==> src/rtl/gpio_pkg.sv <==
package gpio_pkg;
    localparam int PIN_W  = 32;
    localparam int ADDR_W = 8;
    localparam int SLOT_W = 2;

    typedef enum logic [3:0] {
        GRP_DIR  = 4'h0,
        GRP_POL  = 4'h1,
        GRP_LVL  = 4'h2,
        GRP_SET  = 4'h3,
        GRP_CLR  = 4'h4,
        GRP_RISE = 4'h5,
        GRP_FALL = 4'h6,
        GRP_PEND = 4'h9,
        GRP_KIND = 4'hA
    } grp_e;

    typedef struct packed {
        logic dir;
        logic pol;
        logic set;
        logic clr;
        logic rise;
        logic fall;
        logic pend;
        logic kind;
    } wr_strb_t;

    typedef struct packed {
        logic [PIN_W-1:0] dir;
        logic [PIN_W-1:0] pol;
        logic [PIN_W-1:0] out;
        logic [PIN_W-1:0] ren;
        logic [PIN_W-1:0] fen;
        logic [PIN_W-1:0] pend;
        logic [PIN_W-1:0] kind;
        logic [PIN_W-1:0] lvl_prev;
    } bank_state_t;
endpackage

==> src/rtl/gpio_sync.sv <==
module gpio_sync #(
    parameter int W = 32
) (
    input  logic         clk,
    input  logic         rst_n,
    input  logic [W-1:0] async_i,
    output logic [W-1:0] sync_o
);
    logic [W-1:0] s1_q, s1_d, s2_q, s2_d;

    always_comb begin
        s1_d = async_i;
        s2_d = s1_q;
    end

    always_ff @(posedge clk or negedge rst_n) begin
        if (!rst_n) begin
            s1_q <= '0;
            s2_q <= '0;
        end else begin
            s1_q <= s1_d;
            s2_q <= s2_d;
        end
    end

    assign sync_o = s2_q;
endmodule

==> src/rtl/gpio_addr_dec.sv <==
module gpio_addr_dec
    import gpio_pkg::*;
#(
    parameter int NUM_BANKS = 2
) (
    input  logic [ADDR_W-1:0]    addr,
    input  logic                 wr,
    output logic                 hit_o,
    output logic [SLOT_W-1:0]    slot_o,
    output grp_e                 grp_o,
    output logic [NUM_BANKS-1:0] bank_sel_o,
    output wr_strb_t             strb_o
);
    logic       grp_ok;
    logic       slot_ok;
    logic [3:0] grp_raw;
    logic       unused_lo;

    assign unused_lo = ^addr[1:0];
    assign grp_raw   = addr[7:4];
    assign slot_o    = addr[3:2];
    assign slot_ok   = (32'(slot_o) < NUM_BANKS);

    always_comb begin
        grp_ok = 1'b1;
        grp_o  = GRP_DIR;
        case (grp_raw)
            4'h0: grp_o = GRP_DIR;
            4'h1: grp_o = GRP_POL;
            4'h2: grp_o = GRP_LVL;
            4'h3: grp_o = GRP_SET;
            4'h4: grp_o = GRP_CLR;
            4'h5: grp_o = GRP_RISE;
            4'h6: grp_o = GRP_FALL;
            4'h9: grp_o = GRP_PEND;
            4'hA: grp_o = GRP_KIND;
            default: grp_ok = 1'b0;
        endcase
    end

    assign hit_o = grp_ok && slot_ok;

    always_comb begin
        strb_o = '0;
        if (wr && hit_o) begin
            strb_o.dir  = (grp_o == GRP_DIR);
            strb_o.pol  = (grp_o == GRP_POL);
            strb_o.set  = (grp_o == GRP_SET);
            strb_o.clr  = (grp_o == GRP_CLR);
            strb_o.rise = (grp_o == GRP_RISE);
            strb_o.fall = (grp_o == GRP_FALL);
            strb_o.pend = (grp_o == GRP_PEND);
            strb_o.kind = (grp_o == GRP_KIND);
        end
    end

    for (genvar b = 0; b < NUM_BANKS; b++) begin : g_sel
        assign bank_sel_o[b] = hit_o && (32'(slot_o) == b);
    end
endmodule

==> src/rtl/gpio_bank.sv <==
module gpio_bank
    import gpio_pkg::*;
(
    input  logic             clk,
    input  logic             rst_n,
    input  logic             sel,
    input  wr_strb_t         strb,
    input  logic [PIN_W-1:0] wdata,
    input  logic [PIN_W-1:0] pad_sync,
    output logic [PIN_W-1:0] dir_o,
    output logic [PIN_W-1:0] pol_o,
    output logic [PIN_W-1:0] ren_o,
    output logic [PIN_W-1:0] fen_o,
    output logic [PIN_W-1:0] pend_o,
    output logic [PIN_W-1:0] kind_o,
    output logic [PIN_W-1:0] lvl_o,
    output logic [PIN_W-1:0] pad_out_o,
    output logic [PIN_W-1:0] pad_oe_o
);
    bank_state_t st_q, st_d;
    logic [PIN_W-1:0] lvl, rise_evt, fall_evt, evt;
    logic [PIN_W-1:0] pend_clr, kind_clr, kind_keep;
    logic set_we, clr_we, dir_we, pend_we;

    assign set_we  = sel && strb.set;
    assign clr_we  = sel && strb.clr;
    assign dir_we  = sel && strb.dir;
    assign pend_we = sel && strb.pend;

    always_comb begin
        lvl      = pad_sync ^ st_q.pol;
        rise_evt = lvl & ~st_q.lvl_prev & st_q.ren;
        fall_evt = ~lvl & st_q.lvl_prev & st_q.fen;
        evt      = rise_evt | fall_evt;
        pend_clr = pend_we ? wdata : '0;
        kind_clr = (sel && strb.kind) ? wdata : '0;

        st_d          = st_q;
        st_d.lvl_prev = lvl;
        if (dir_we)             st_d.dir = wdata;
        if (sel && strb.pol)    st_d.pol = wdata;
        if (sel && strb.rise)   st_d.ren = wdata;
        if (sel && strb.fall)   st_d.fen = wdata;
        if (set_we)             st_d.out = st_q.out | (wdata & st_q.dir);
        if (clr_we)             st_d.out = st_q.out & ~(wdata & st_q.dir);
        st_d.pend = (st_q.pend & ~pend_clr) | evt;
        kind_keep = st_q.kind & ~kind_clr;
        st_d.kind = (kind_keep & ~evt) | rise_evt;
    end

    always_ff @(posedge clk or negedge rst_n) begin
        if (!rst_n) st_q <= '0;
        else        st_q <= st_d;
    end

    assign dir_o     = st_q.dir;
    assign pol_o     = st_q.pol;
    assign ren_o     = st_q.ren;
    assign fen_o     = st_q.fen;
    assign pend_o    = st_q.pend;
    assign kind_o    = st_q.kind;
    assign lvl_o     = (st_q.dir & st_q.out) | (~st_q.dir & lvl);
    assign pad_out_o = st_q.out ^ st_q.pol;
    assign pad_oe_o  = st_q.dir;

    // a pending bit leaves only through a write of 1
    assert_pend_hold_R8: assert property (@(posedge clk) disable iff (!rst_n)
        ((st_q.pend & $past(st_q.pend & ~pend_clr)) == $past(st_q.pend & ~pend_clr)));

    // new pending bits appear only on pins with an enable set
    assert_pend_gated_R7: assert property (@(posedge clk) disable iff (!rst_n)
        (((st_q.pend & ~$past(st_q.pend)) & ~$past(st_q.ren | st_q.fen)) == '0));

    // the output latch moves only on a set or clear write
    assert_out_stable_R4: assert property (@(posedge clk) disable iff (!rst_n)
        (!set_we && !clr_we) |=> $stable(st_q.out));

    // direction changes only on a direction write
    assert_dir_stable_R3: assert property (@(posedge clk) disable iff (!rst_n)
        !dir_we |=> $stable(st_q.dir));
endmodule

==> src/rtl/gpio_banks_top.sv <==
module gpio_banks_top
    import gpio_pkg::*;
#(
    parameter int NUM_BANKS = 2,
    localparam int PADS = NUM_BANKS * PIN_W
) (
    input  logic              clk,
    input  logic              rst_n,
    input  logic              bus_wr,
    input  logic [ADDR_W-1:0] bus_addr,
    input  logic [PIN_W-1:0]  bus_wdata,
    output logic [PIN_W-1:0]  bus_rdata,
    input  logic [PADS-1:0]   pad_in,
    output logic [PADS-1:0]   pad_out,
    output logic [PADS-1:0]   pad_oe,
    output logic              irq
);
    logic                 hit;
    logic [SLOT_W-1:0]    slot;
    grp_e                 grp;
    logic [NUM_BANKS-1:0] bank_sel;
    wr_strb_t             strb;
    logic [PADS-1:0]      pad_sync;

    logic [PIN_W-1:0] dir_v  [NUM_BANKS];
    logic [PIN_W-1:0] pol_v  [NUM_BANKS];
    logic [PIN_W-1:0] ren_v  [NUM_BANKS];
    logic [PIN_W-1:0] fen_v  [NUM_BANKS];
    logic [PIN_W-1:0] pend_v [NUM_BANKS];
    logic [PIN_W-1:0] kind_v [NUM_BANKS];
    logic [PIN_W-1:0] lvl_v  [NUM_BANKS];
    logic [NUM_BANKS-1:0] bank_irq;

    gpio_addr_dec #(.NUM_BANKS(NUM_BANKS)) u_dec (
        .addr       (bus_addr),
        .wr         (bus_wr),
        .hit_o      (hit),
        .slot_o     (slot),
        .grp_o      (grp),
        .bank_sel_o (bank_sel),
        .strb_o     (strb)
    );

    gpio_sync #(.W(PADS)) u_sync (
        .clk     (clk),
        .rst_n   (rst_n),
        .async_i (pad_in),
        .sync_o  (pad_sync)
    );

    for (genvar b = 0; b < NUM_BANKS; b++) begin : g_bank
        gpio_bank u_bank (
            .clk       (clk),
            .rst_n     (rst_n),
            .sel       (bank_sel[b]),
            .strb      (strb),
            .wdata     (bus_wdata),
            .pad_sync  (pad_sync[b*PIN_W +: PIN_W]),
            .dir_o     (dir_v[b]),
            .pol_o     (pol_v[b]),
            .ren_o     (ren_v[b]),
            .fen_o     (fen_v[b]),
            .pend_o    (pend_v[b]),
            .kind_o    (kind_v[b]),
            .lvl_o     (lvl_v[b]),
            .pad_out_o (pad_out[b*PIN_W +: PIN_W]),
            .pad_oe_o  (pad_oe[b*PIN_W +: PIN_W])
        );
        assign bank_irq[b] = |pend_v[b];
    end

    assign irq = |bank_irq;

    always_comb begin
        bus_rdata = '0;
        for (int b = 0; b < NUM_BANKS; b++) begin
            if (hit && (32'(slot) == b)) begin
                case (grp)
                    GRP_DIR:  bus_rdata = dir_v[b];
                    GRP_POL:  bus_rdata = pol_v[b];
                    GRP_LVL:  bus_rdata = lvl_v[b];
                    GRP_RISE: bus_rdata = ren_v[b];
                    GRP_FALL: bus_rdata = fen_v[b];
                    GRP_PEND: bus_rdata = pend_v[b];
                    GRP_KIND: bus_rdata = kind_v[b];
                    default:  bus_rdata = '0;
                endcase
            end
        end
    end

    // an address outside the map always reads zero
    assert_unmapped_zero_R2: assert property (@(posedge clk) disable iff (!rst_n)
        !hit |-> (bus_rdata == '0));
endmodule

==> config.mk <==
export PLATFORM = sky130hd
export DESIGN_NAME = gpio_banks_top
export DESIGN_NICKNAME = d
export VERILOG_FILES = /design/src/rtl/gpio_pkg.sv /design/src/rtl/gpio_sync.sv /design/src/rtl/gpio_addr_dec.sv /design/src/rtl/gpio_bank.sv /design/src/rtl/gpio_banks_top.sv
export SDC_FILE = /design/constraint.sdc
export NUM_CORES = 1
export LEC_CHECK = 0
export BUFFER_PORTS_ARGS = -buffer_cell sky130_fd_sc_hd__buf_4
export CORE_MARGIN = 3
export CORE_UTILIZATION = 35
export DETAILED_ROUTE_END_ITERATION = 8
export GPL_TIMING_DRIVEN = 0
export SLEW_MARGIN = 0
export SYNTH_ARGS = -nofsm -noshare
export SYNTH_HDL_FRONTEND = slang
export SYNTH_HIERARCHICAL = 1
export SYNTH_SLANG_ARGS = --single-unit
==> constraint.sdc <==
create_clock -name clk -period 3.8 [get_ports clk]
set_clock_uncertainty 0.05 [all_clocks]
set_input_delay 0.57 -clock clk [delete_from_list [all_inputs] [get_ports clk]]
set_output_delay 0.57 -clock clk [all_outputs]
set_load 0.02 [all_outputs]
==> impl_metrics.toml <==
[run_status]
status = "finished, final reports clean"

[die]
num_io_pins = 268
coreArea_sq_mm = 0.0901
num_rows = 110
die_w_um = 308
die-area_sq_mm = 0.0948
start_util_pct = 35.4
dieHeight_um = 308

[pwr]
pwr_density_cell_mw_per_mm2 = 463
peakVddDrop_uv = 306
p_sw_share_pct = 27.1
finalPower_uw = 18000
p_switching_uw = 4880
pwr-share-seq_pct = 43.5
pwr-share-comb_pct = 15.3
power_frac_clock_pct = 41.3
leakage_uw = 0.0185
internal_power_uw = 13100

[final_layout]
syn2layout_area_growth_pct = 22.0
final_util_pct = 43.2
fillers = 8540
final_cells = 4409
final_nets = 3278
drive_above_1_share_pct = 40.8

[placed_design]
dp_cells = 4199
portBuffers = 263
place.gp.congestion = 0.862
dp_hpwl_mm = 72.0

[sta]
rsz0062_at_grt = "no"
slew_viol_final = 0
fmax_ghz = 0.265
finalHoldViolCount = 0
relSlewSlack_pct = 8.00
finalCriticalPeriod_ns = 3.77
worstMarginPinSlew_ns = 1.38
fin_setup_tns_ns = 0
finalCritPeriodShare_pct = 99.2
setup_viol = 0

[worst_hold_path]
hp-start = "pad_in[0]"
whs_endpoint = "u_sync/s1_q[0]"
hp-class = "input pin to flip-flop"
whs_path_depth = 1

[global_routing]
grt_usage_pct = 21.9
grt_max_degree = 120
grt_first_pass_wirelength_mm = 155
gr-total-overflow = 0
antenna_found_initial = 2
grt_pass1_vias = 23700

[detailed_routing]
viasPerCell = 5.37
antenna_left = 0
dr.pass1.iters = 7
wl_per_cell_um = 24.1
vias = 23700
routed_wirelength_mm = 106
drc = 0
drtIter0Drc = 2028

[worst_setup_path]
worst_ep_required_time_ns = 3.18
regToRegEndpoint = "g_bank[0].u_bank/pend_o[11]"
crit_type = "input pin to output port"
worstPathArrival_ns = 3.15
ff2ff_setup_slack_ns = 2.30
end_kind = "output port"
r2r-start = "g_bank[0].u_bank/pol_o[11]"
r2r_cells = 3
critPathMaxFanout = 11
crit_path_start_kind = "input pin"

[logic_synthesis]
async_flop_share_pct = 100
synthCells = 2755
yosysMostFrequentCell = "dfrtp_1"
synthFlopType = "dfrtp_1"
synth_common_cells = "dfrtp_1, buf_4, mux2_2, nand2_1, nand3_1"
ys_ff_latch = 640
synth-edff-count = 0
yosysTopAreaCell = "dfrtp_1"
ys_seq_area_share_pct = 50.2
syn_area_sq_mm = 0.0319
syn_area_per_cell_sq_um = 11.6
synth_top_area_share_pct = 50.2
synth_warnings = 6
syn-num-nets = 2862
synth_area_leaders = "dfrtp_1, mux2_2, buf_4"
yosysUniqueCellTypes = 47

[flow_run]
maxCapViolCount = 0

[clock_tree]
htree_levels = 3
cts_tree = "built"
worstSkewPairLatency_ns = 0.63
clockRootBuffer = "clkbuf_16"
cts_buffers = 75
clockBufferDepth = 3
clkTransAtPathRegs_ns = 0.05
cts.sinks = 640
==> per-stage QoR <==
| stage | hold slack (ns) | area (sq um) | setup slack, ns |
|---|---|---|---|
| 5_1_grt | 0.0136 | 38900 | 0.00662 |
| 6_report | 0.0312 | 38900 | 0.0303 |
| 4_1_cts | 0.00284 | 38800 | 0.00192 |
| 2_1_floorplan | 0.224 | 31900 | 0.614 |
| 3_3_place_gp | 0.285 | 35400 | -5.48 |
| 3_5_place_dp | 0.285 | 35500 | -0.570 |
==> layout by cell type, fill, tap and decap left out, types with 5 or more instances in the layout <==
master,instances
a222oi_1,63
a22o_1,95
a22oi_1,65
a31oi_1,64
a41oi_1,64
buf_16,5
buf_2,44
buf_4,744
buf_6,10
bufinv_16,5
clkbuf_1,49
clkbuf_16,76
clkbuf_2,22
clkbuf_8,13
clkinv_2,18
dfrtp_1,640
dlygate4sd3_1,62
inv_6,5
mux2_1,24
mux2_2,328
nand2_1,227
nand2_2,6
nand3_1,160
nand3b_1,64
nor2_1,10
nor4_1,14
o211ai_1,128
o21ai_1,31
xor2_1,128
==> how the worst max path moves through the flow <==
stage,cells after the start,to,from,slack [ns]
final,7,bus_rdata[30],bus_addr[6],0.03
after global routing,11,bus_rdata[11],bus_addr[4],0.007
after CTS,11,bus_rdata[4],bus_addr[7],0.002
after detailed placement,12,bus_rdata[10],bus_addr[7],-0.57
after global placement,1,u_sync/sync_o[60],rst_n,-5.48
after floorplan,9,bus_rdata[10],bus_addr[5],0.61
==> flip-flops by register name, indices dropped and copies added (netlist names), named ones only <==
name and count:
u_sync/s1_q 64, u_sync/sync_o 64, g_bank.u_bank/fen_o 64, g_bank.u_bank/dir_o 64
g_bank.u_bank/ren_o 64, g_bank.u_bank/st_q 64, g_bank.u_bank/kind_o 64, g_bank.u_bank/pol_o 64
g_bank.u_bank/pend_o 64
==> routing by layer <==
layer	global-route usage [%]	share of wire (%)	wire (um)	up-vias
li1	-	-	-	10500
met1	29.6	43	46100	12100
met2	34.6	46	48700	847
met3	4.04	6.6	7040	218
met4	9.13	4.0	4230	2
met5	0	0.0094	10	-
==> repair_timing <==
| item | in CTS | in global routing |
|---|---|---|
| hold buffers | 62 | 0 |
| cloned | 0 | 1 |
| pin swaps | 4 | 5 |
| resized for setup | 47 | 32 |
| hold endpoints to repair | 144 | 0 |
| setup buffers | 0 | 14 |
| endpoints found under the setup margin | 33 | 32 |
==> critical path, stage by stage <==
cell	delay, ns
buf_4	0.15
o211a_4	0.27
a211oi_1	0.25
nor3b_2	0.61
clkbuf_1	0.71
a22o_1	0.38
buf_4	0.19
==> power by group through the flow <==
stage / Combinational [uW] / Clock, uW / Sequential [uW]
floorplan: 1750 / 0 / 7810
global placement: 2600 / 0 / 7940
detailed placement: 2660 / 0 / 7940
CTS: 2720 / 7600 / 7820
global route: 2960 / 7880 / 7900
finish: 2750 / 7430 / 7830
==> layout make-up <==
| type | count | area [sq um] | share of cell area, % |
|---|---|---|---|
| antenna | 2 | 5.00 | 0.0129 |
| buffer | 588 | 4150 | 10.7 |
| clock buffer | 99 | 2120 | 5.44 |
| clock inverter | 38 | 419 | 1.08 |
| inverter | 1 | 3.75 | 0.00965 |
| multi-input combinational | 1520 | 11900 | 30.5 |
| sequential | 640 | 16000 | 41.2 |
| tap | 1176 | 1470 | 3.78 |
| timing repair buffer | 345 | 2850 | 7.32 |
==> logic make-up after synthesis <==
kind of cell           count (synthesis)  share of synthesized area, %
AO/OA/AOI/OAI                        525                          13.0
XOR/XNOR                             128                          3.51
buffers and inverters                595                          12.8
flip-flops                           640                          50.2
multiplexers                         352                          12.4
AND/OR/NAND/NOR                      515                          7.99
Power figures use the tool's default switching activity.
